--- src/rtl/hs_pkg.sv ---
package hs_pkg;
  typedef enum logic [1:0] {
    HS_OFF    = 2'd0,
    HS_INRUSH = 2'd1,
    HS_ON     = 2'd2,
    HS_OVLD   = 2'd3
  } hs_mode_e;
endpackage

--- src/rtl/hs_uvlo.sv ---
module hs_uvlo #(
  parameter int          MV_W    = 16,
  parameter int unsigned RISE_MV = 37000,
  parameter int unsigned FALL_MV = 32000
) (
  input  logic            clk,
  input  logic            rst_n,
  input  logic            tick,
  input  logic [MV_W-1:0] port_mv,
  output logic            lock_q,
  output logic            lock_d
);
  localparam logic [MV_W-1:0] RISE_L = MV_W'(RISE_MV);
  localparam logic [MV_W-1:0] FALL_L = MV_W'(FALL_MV);

  always_comb begin
    lock_d = lock_q;
    if (tick) begin
      if (lock_q) lock_d = !(port_mv > RISE_L);
      else        lock_d = (port_mv < FALL_L);
    end
  end

  always_ff @(posedge clk or negedge rst_n) begin
    if (!rst_n) lock_q <= 1'b1;
    else if (tick) lock_q <= lock_d;
  end

  // a released lockout cannot re-engage while the port sits at or above the fall level
  a_r3_no_engage_high: assert property (@(posedge clk) disable iff (!rst_n)
    (!lock_q && tick && port_mv >= FALL_L) |=> !lock_q);
  a_r3_no_release_low: assert property (@(posedge clk) disable iff (!rst_n)
    (lock_q && tick && port_mv <= RISE_L) |=> lock_q);
endmodule

--- src/rtl/hs_tick_cnt.sv ---
module hs_tick_cnt #(
  parameter int unsigned LIMIT = 8
) (
  input  logic clk,
  input  logic rst_n,
  input  logic tick,
  input  logic run,
  output logic done
);
  localparam int CW = (LIMIT < 1) ? 1 : $clog2(LIMIT + 1);
  localparam logic [CW-1:0] LIM = CW'(LIMIT);

  logic [CW-1:0] cnt_q;

  always_ff @(posedge clk or negedge rst_n) begin
    if (!rst_n) cnt_q <= '0;
    else if (tick) begin
      if (!run)            cnt_q <= '0;
      else if (cnt_q != LIM) cnt_q <= cnt_q + 1'b1;
    end
  end

  assign done = (cnt_q == LIM);

  // a tick without run always leaves the counter short of its limit
  a_r8_restart: assert property (@(posedge clk) disable iff (!rst_n)
    (tick && !run && LIMIT > 0) |=> !done);
endmodule

--- src/rtl/hs_switch_ctrl.sv ---
module hs_switch_ctrl
  import hs_pkg::*;
#(
  parameter int          MV_W        = 16,
  parameter int unsigned RISE_MV     = 37000,
  parameter int unsigned FALL_MV     = 32000,
  parameter int unsigned CHARGED_MV  = 380,
  parameter int unsigned OVL_HI_MV   = 3600,
  parameter int unsigned RECOVER_MV  = 360,
  parameter int unsigned QUAL_TICKS  = 140,
  parameter int unsigned DWELL_TICKS = 80000
) (
  input  logic            clk,
  input  logic            rst_n,
  input  logic            tick,
  input  logic [MV_W-1:0] drop_mv,
  input  logic [MV_W-1:0] port_mv,
  input  logic            class_done,
  output logic [1:0]      mode,
  output logic            lockout
);
  localparam logic [MV_W-1:0] CHG_L = MV_W'(CHARGED_MV);
  localparam logic [MV_W-1:0] HI_L  = MV_W'(OVL_HI_MV);
  localparam logic [MV_W-1:0] REC_L = MV_W'(RECOVER_MV);
  localparam int unsigned QUAL_LIM  = (QUAL_TICKS > 1) ? QUAL_TICKS - 1 : 0;

  hs_mode_e state_q, state_d;
  logic     lock_q, lock_d;
  logic     drop_hi, drop_rec, drop_chg;
  logic     qual_run, qual_done, dwell_run, dwell_done;

  assign drop_hi  = drop_mv > HI_L;
  assign drop_rec = drop_mv < REC_L;
  assign drop_chg = drop_mv < CHG_L;

  hs_uvlo #(.MV_W(MV_W), .RISE_MV(RISE_MV), .FALL_MV(FALL_MV)) u_uvlo (
    .clk(clk), .rst_n(rst_n), .tick(tick), .port_mv(port_mv),
    .lock_q(lock_q), .lock_d(lock_d)
  );

  assign qual_run  = (state_q == HS_ON) && drop_hi && !lock_d;
  assign dwell_run = (state_q == HS_OVLD) && !lock_d;

  hs_tick_cnt #(.LIMIT(QUAL_LIM)) u_qual (
    .clk(clk), .rst_n(rst_n), .tick(tick), .run(qual_run), .done(qual_done)
  );

  hs_tick_cnt #(.LIMIT(DWELL_TICKS)) u_dwell (
    .clk(clk), .rst_n(rst_n), .tick(tick), .run(dwell_run), .done(dwell_done)
  );

  always_comb begin
    state_d = state_q;
    if (lock_d) state_d = HS_OFF;
    else begin
      unique case (state_q)
        HS_OFF:    if (class_done)              state_d = HS_INRUSH;
        HS_INRUSH: if (drop_chg)                state_d = HS_ON;
        HS_ON:     if (drop_hi && qual_done)    state_d = HS_OVLD;
        HS_OVLD:   if (drop_rec && dwell_done)  state_d = HS_ON;
        default:                                state_d = HS_OFF;
      endcase
    end
  end

  always_ff @(posedge clk or negedge rst_n) begin
    if (!rst_n) state_q <= HS_OFF;
    else if (tick) state_q <= state_d;
  end

  assign mode    = state_q;
  assign lockout = lock_q;

  // an engaged lockout always coincides with the open switch
  a_r4_lock_off: assert property (@(posedge clk) disable iff (!rst_n)
    lockout |-> (state_q == HS_OFF));
  // nothing moves without a tick
  a_r2_hold: assert property (@(posedge clk) disable iff (!rst_n)
    !tick |=> ($stable(state_q) && $stable(lock_q)));
  // leaving OFF needs the classification handshake
  a_r5_off_exit: assert property (@(posedge clk) disable iff (!rst_n)
    (state_q == HS_OFF && !(tick && class_done)) |=> (state_q == HS_OFF));
  // no move to ON while the capacitor is still charging
  a_r6_inrush_hold: assert property (@(posedge clk) disable iff (!rst_n)
    (state_q == HS_INRUSH && tick && !drop_chg) |=> (state_q != HS_ON));
  // overload is only declared on a high-drop tick
  a_r7_ovl_entry: assert property (@(posedge clk) disable iff (!rst_n)
    (state_q == HS_ON && !(tick && drop_hi)) |=> (state_q != HS_OVLD));
  // recovery needs a low drop and an expired dwell
  a_r9_recover: assert property (@(posedge clk) disable iff (!rst_n)
    (state_q == HS_OVLD && !(tick && drop_rec && dwell_done)) |=> (state_q != HS_ON));
  // a running switch never falls back to inrush
  a_r10_no_back: assert property (@(posedge clk) disable iff (!rst_n)
    (state_q == HS_ON || state_q == HS_OVLD) |=> (state_q != HS_INRUSH));
endmodule

--- config.mk ---
export PLATFORM = sky130hd
export DESIGN_NAME = hs_switch_ctrl
export DESIGN_NICKNAME = d
export VERILOG_FILES = /design/src/rtl/hs_pkg.sv /design/src/rtl/hs_uvlo.sv /design/src/rtl/hs_tick_cnt.sv /design/src/rtl/hs_switch_ctrl.sv
export SDC_FILE = /design/constraint.sdc
export NUM_CORES = 1
export LEC_CHECK = 0
export ABC_CLOCK_PERIOD_IN_PS = 2200
export BUFFER_PORTS_ARGS = -buffer_cell sky130_fd_sc_hd__buf_4
export CAP_MARGIN = 20
export CELL_PAD_IN_SITES_DETAIL_PLACEMENT = 1
export CELL_PAD_IN_SITES_GLOBAL_PLACEMENT = 1
export CORE_MARGIN = 2
export CORE_UTILIZATION = 40
export DETAILED_ROUTE_END_ITERATION = 6
export GPL_TIMING_DRIVEN = 0
export PLACE_DENSITY_LB_ADDON = 0.1
export SLEW_MARGIN = 20
export SYNTH_ARGS = -nofsm -noshare
export SYNTH_HDL_FRONTEND = slang
export SYNTH_SLANG_ARGS = --single-unit
--- constraint.sdc ---
create_clock -name clk -period 2.2 [get_ports clk]
set_input_delay 0.11 -clock clk [delete_from_list [all_inputs] [get_ports clk]]
set_output_delay 0.11 -clock clk [all_outputs]
set_load 0.01 [all_outputs]
Yosys cells after proc, flatten, opt, wreduce, memory -nomap -nowiden:

Index checks and enable logic that the tools add are counted.

* register bits: 28
* bits in latches: 0
* memory bits (writable): 0
* ROM bits: 0
* input bits: 36
* output and inout bits: 3
* word-level logic and storage cells: 47
* memories kept: 0

* add/subtract/negate cells: 2
* $mul: 0
* divide/modulo/power cells: 0
* $lt $le $gt $ge: 5
* equal/unequal tests: 13
* shifts and indexed selects: 0
* mux-type cells: 12
* bitwise gates (word level): 0
* reductions and logical operators: 11

Operators by type and width (number)
* $mux W17: 2
* $lt A16 B9 Y1 const B: 2
* $add A17 B1 Y17 const B: 1
* $eq A17 B17 Y1 const B: 1
* $ne A17 B17 Y1 const B: 1
* $gt A16 B12 Y1 const B: 1
* $gt A16 B16 Y1 const B: 1
* $lt A16 B15 Y1 const B: 1
* $mux W8: 2
* $mux W2: 5
* $add A8 B1 Y8 const B: 1
* $eq A8 B8 Y1 const B: 1
* $ne A8 B8 Y1 const B: 1
* $pmux W2 S4: 1
* $ne A3 B2 Y1 const B: 2
* $ne A3 B3 Y1 const B: 2
* $logic_and A1 B1 Y1: 5
* $reduce_and A5 Y1: 1
* $eq A2 B2 Y1 const B: 2
* $ne A2 B2 Y1 const B: 2
* $reduce_and A2 Y1: 2
* $eq A2 B1 Y1 const B: 1
* $logic_not A1 Y1: 2
* $logic_not A2 Y1: 1
* $mux W1: 2

Logic depth before layout (Yosys ltp):

* depth in word-level cells: 8
* depth in mapped cells: 7
* depth with buffers taken out: 6

By module:

From an unflattened synthesis, not the netlist that was laid out.

* cells, all modules: 216
* area, all modules: 1934.4 um^2

By module, submodules not included
* hs_tick_cnt at u_dwell: instances 1, cells each 121, area each 1094.8 um^2, seq. area each 425.4 um^2
* hs_tick_cnt at u_qual: instances 1, cells each 51, area each 504.2 um^2, seq. area each 200.2 um^2
* hs_switch_ctrl: instances 1, cells each 30, area each 222.7 um^2, seq. area each 50.0 um^2
* hs_uvlo: instances 1, cells each 14, area each 112.6 um^2, seq. area each 26.3 um^2

Worst setup path before layout:

Ideal clock, no wire load.

* path kind: register to register
* start: register u_dwell.cnt_q[4]
* end: register u_dwell.cnt_q[2]
* setup time: 0.126 ns
* data arrival time: 1.850 ns
* data required time: 2.074 ns
* setup slack: 0.223 ns
* stages on the path, launching flop included: 6
* buffers on the path: 0
* clock period less this slack: 1.977 ns
* path through: dfrtp_1 or4_1 nor3_1 nand4_1 and4_1 a311o_1

* longest elaborated chain between the ends: 3

RTL lines
* start, declared: line hs_tick_cnt.sv:13 `logic [CW-1:0] cnt_q;`
* start signal, assigned: line hs_tick_cnt.sv:19 `else if (cnt_q != LIM) cnt_q <= cnt_q + 1'b1;`
* $ne A17 B17 Y1: line hs_tick_cnt.sv:19
* $ne A2 B2 Y1 (no line)
* $reduce_and A2 Y1 (no line)

Every way passes these cells.
A chain may end at the register's enable or synchronous reset.

Worst setup path in the final report:

* start: register u_dwell.cnt_q[4]
* end: register state_q[1] (netlist: mode[1])

* longest elaborated chain between the ends: 4

RTL lines
* $eq A17 B17 Y1: line hs_tick_cnt.sv:23 `assign done = (cnt_q == LIM);`
* $logic_and A1 B1 Y1: line hs_switch_ctrl.sv:60 `HS_OVLD: if (drop_rec && dwell_done) state_d = HS_ON;`
* $ne A3 B2 Y1 (no line)
* $reduce_and A5 Y1 (no line)
* end signal, assigned: line hs_switch_ctrl.sv:68 `else if (tick) state_q <= state_d;`
* end, declared: line hs_switch_ctrl.sv:27 `hs_mode_e state_q, state_d;`

Every way passes these cells.

==> reports/results.txt <==
status: finished clean
WP data required: 2.41 ns
Area contributors post-synth: dfrtp_1 (38%), nor2_1 (5.3%), xor2_1 (4.0%), nand3_1 (3.4%), o31ai_1 (3.4%)
diodes inserted: 0
WS Path Type: register to register
first-pass GRT wire length: 8.114 mm
port bufs: 37
htree depth: 1
Ys Warns: 0
starting density of the core: 41.20%
CP Max Fanout: 6
# rows: 24
maximum number of pins on one net before global-route repair: 29
Cell Int Power: 846.2 µW
CP cell instances: or4_4 > nor3_4 > nand4_1 > buf_4 > o41a_1 > a31oi_1
area leader, netlist: dfrtp_1
Starting DRT DRC Count: 65
min Tclk post-route: 2.105 ns
filler cell count: 515
max_cap viols: 0
most frequent cells in the layout: buf_4 (38), dfrtp_1 (26), nor2_1 (25)
Pre-antenna DRT Iters: 4
CTS root buf: clkbuf_8
Min-Delay Path Class: primary input to register
All-Layer GR Usage: 20.09%
Synth Cell Area: 1769 µm²
reg2reg end: mode[1]
Clk pin slew, worst setup/hold paths: 0.11 ns
WHS Path Cells: 4
Inst Count DP: 285
cell family with most CP delay: simple AND/OR/NAND/NOR gates
CTS Buffer Depth: 2
total power: 1116 µW
WL/cell: 16.61 µm
fin area: 2225 µm²
GP Congestion: 0.8194
Net Count, Synth: 235
TritonCTS Buffers: 3
Layout Nets: 279
CTS tree: built
final WL: 4.833 mm
Psw: 269.4 µW
syn avg cell area: 9.027 µm²
DR vias/cell: 5.887
Antenna Violating Nets Remaining: 0
Slew Limit Headroom: 53.33%
count of pins over their slew limit: 0
DIE AREA: 4971 µm²
combinational power share: 14.3%
WHS Endpoint: mode[1]
share of layout cells above drive strength 1: 23.01%
initial antenna violation count: 0
sequential power share: 48.1%
sequential cell area fraction in the yosys report: 39.67%
core region area: 4294 µm²
Syn Inst Count: 196
Worst-Margin Slew: 0.6936 ns
IO Count: 39
unrepaired setup endpoints after global routing: true
Clock Power Share: 37.6%
skew final: 0.008265 ns
Worst VDD drop: 0.2916 mV
CP startpoint kind: register
via count: 1,713
Buf/Inv on CP: 1
power per standard cell area: 501.5 nW/µm²
FF+latch count, synth: 28
crit-path max cell delay: 0.56 ns
leading cell type in the layout, fill and taps excluded: buf_4
post-layout util: 51.81%
GRT overflow: 0
# setup viols final: 0
Synth top area share: 38.19%
reg2reg setup slack: 0.09 ns
area grow syn2layout: 25.74%
EDFF count, synth: 0
die height: 70.51 µm
critical path data arrival time: 2.31 ns
Fin. Hold Viols: 0
Sink Count: 28
fin cells: 291
Cell Area, Placed: 2112 µm²
Final HPWL DP: 3.719 mm
switching share of power: 24.15%
critical path capture point type: register
Achievable Freq: 475.0 MHz
Most used DFF post-synth: dfrtp_1
fin crit share: 95.69%
reg-to-reg startpoint: u_dwell.cnt_q[4]
Worst Hold Launch: drop_mv[9]
vias in the first global route: 1,781
R2R depth: 6
Synth cell types: 51
Horiz. Die Dim: 70.51 µm
CP max-delay cell: or4_4
clk_lat worst skew: 0.28 ns
drt drc: 0
Async S/R FF share, synth: 100.0%
leakage: 0.0009613 µW
-- area by class of cell --
| type | instances | area [µm²] | area share [%] |
|---|---|---|---|
| sequential | 28 | 703.2 | 31.61 |
| multi-input combinational | 152 | 1026 | 46.12 |
| clock inverter | 1 | 30.03 | 1.350 |
| tap | 52 | 65.06 | 2.925 |
| buffer | 7 | 30.03 | 1.350 |
| clock buffer | 3 | 41.29 | 1.856 |
| inverter | 9 | 33.78 | 1.519 |
| timing repair buffer | 39 | 295.3 | 13.27 |
-- Yosys cell counts (all sizes together) (3+ instances only) --
master / instances
o22ai: 3
nand3: 12
a32o: 3
nor3: 6
and3: 7
clkbuf: 5
a21oi: 5
xnor2: 5
dfrtp: 27
inv: 9
nor2b: 4
xor2: 8
or4: 7
nand2: 9
nand4: 6
ha: 3
nor4: 3
nor2: 25
o31ai: 8
-- per-stage QoR --
| step | hold slack, ns | worst slack [ns] | setup TNS, ns |
|---|---|---|---|
| CTS | 0.2474 | 0.01813 | 0 |
| finish | 0.2478 | 0.09481 | 0 |
| global route | 0.2578 | -0.03119 | -0.05881 |
| global placement | 0.04725 | 0.03007 | 0 |
| detailed placement | 0.05635 | -0.01744 | -0.01744 |
| floorplan | -0.1856 | 0.2234 | 0 |
-- what timing repair did --
| item | 4_1_cts | 5_1_grt |
|---|---|---|
| endpoints found under the hold margin | 27 | 0 |
| hold buffers | 1 | 0 |
| setup endpoints to repair | 1 | 18 |
| resized for setup | 0 | 9 |
| pin swaps | 1 | 1 |
| setup buffers | 1 | 0 |
| cloned | 0 | 0 |
-- kinds of logic (layout without fill, tap and decap cells) --
family          Yosys count  in the layout  synth area share [%]
compound gates           43             43                 19.17
xor+xnor                 13             13                 6.436
fa+ha+maj                 3              3                 2.122
buf+inv                  16             59                 3.465
flops                    28             28                 39.68
mux                       3              3                 1.768
simple gates             90             90                 27.37
-- tightest hold or removal path: cells and delay by family --
kind,cells,cell delay (ns)
AOI/OAI and AO/OA,1,0.07
and+or+nand+nor,2,0.22
buffers and inverters,1,0.08
-- power groups by stage --
| stage | registers, µW | logic [µW] | clock network [µW] |
|---|---|---|---|
| floorplan | 545 | 63.3 | 0 |
| global placement | 546 | 151 | 0 |
| detailed placement | 547 | 157 | 0 |
| CTS | 537 | 160 | 428 |
| global route | 539 | 174 | 448 |
| finish | 537 | 159 | 419 |
-- how the worst max path moves through the flow --
| stage | slack [ns] | cells after the start | from | to |
|---|---|---|---|---|
| 5_1_grt | -0.03 | 6 | u_dwell.cnt_q[4] | mode[1] |
| 3_5_place_dp | -0.02 | 5 | u_dwell.cnt_q[4] | u_dwell.cnt_q[2] |
| 4_1_cts | 0.02 | 6 | u_uvlo.lock_q | u_qual.cnt_q[5] |
| 3_3_place_gp | 0.03 | 5 | u_dwell.cnt_q[4] | u_dwell.cnt_q[2] |
| 6_report | 0.09 | 6 | u_dwell.cnt_q[4] | mode[1] |
| 2_1_floorplan | 0.22 | 5 | u_dwell.cnt_q[4] | u_dwell.cnt_q[2] |
-- layer usage --
layer / global-route usage (%) / routed length (µm)
met5: 0 / 0
met3: 4.329 / 172
met2: 37.42 / 2526
met1: 23.69 / 2108
met4: 3.846 / 26
-- registers in the layout, indices dropped and copies added, names as in the netlist --
register	count
mode	2
u_uvlo.lock_q	1
u_dwell.cnt_q	17
u_qual.cnt_q	8
Power figures use the tool's default switching activity.
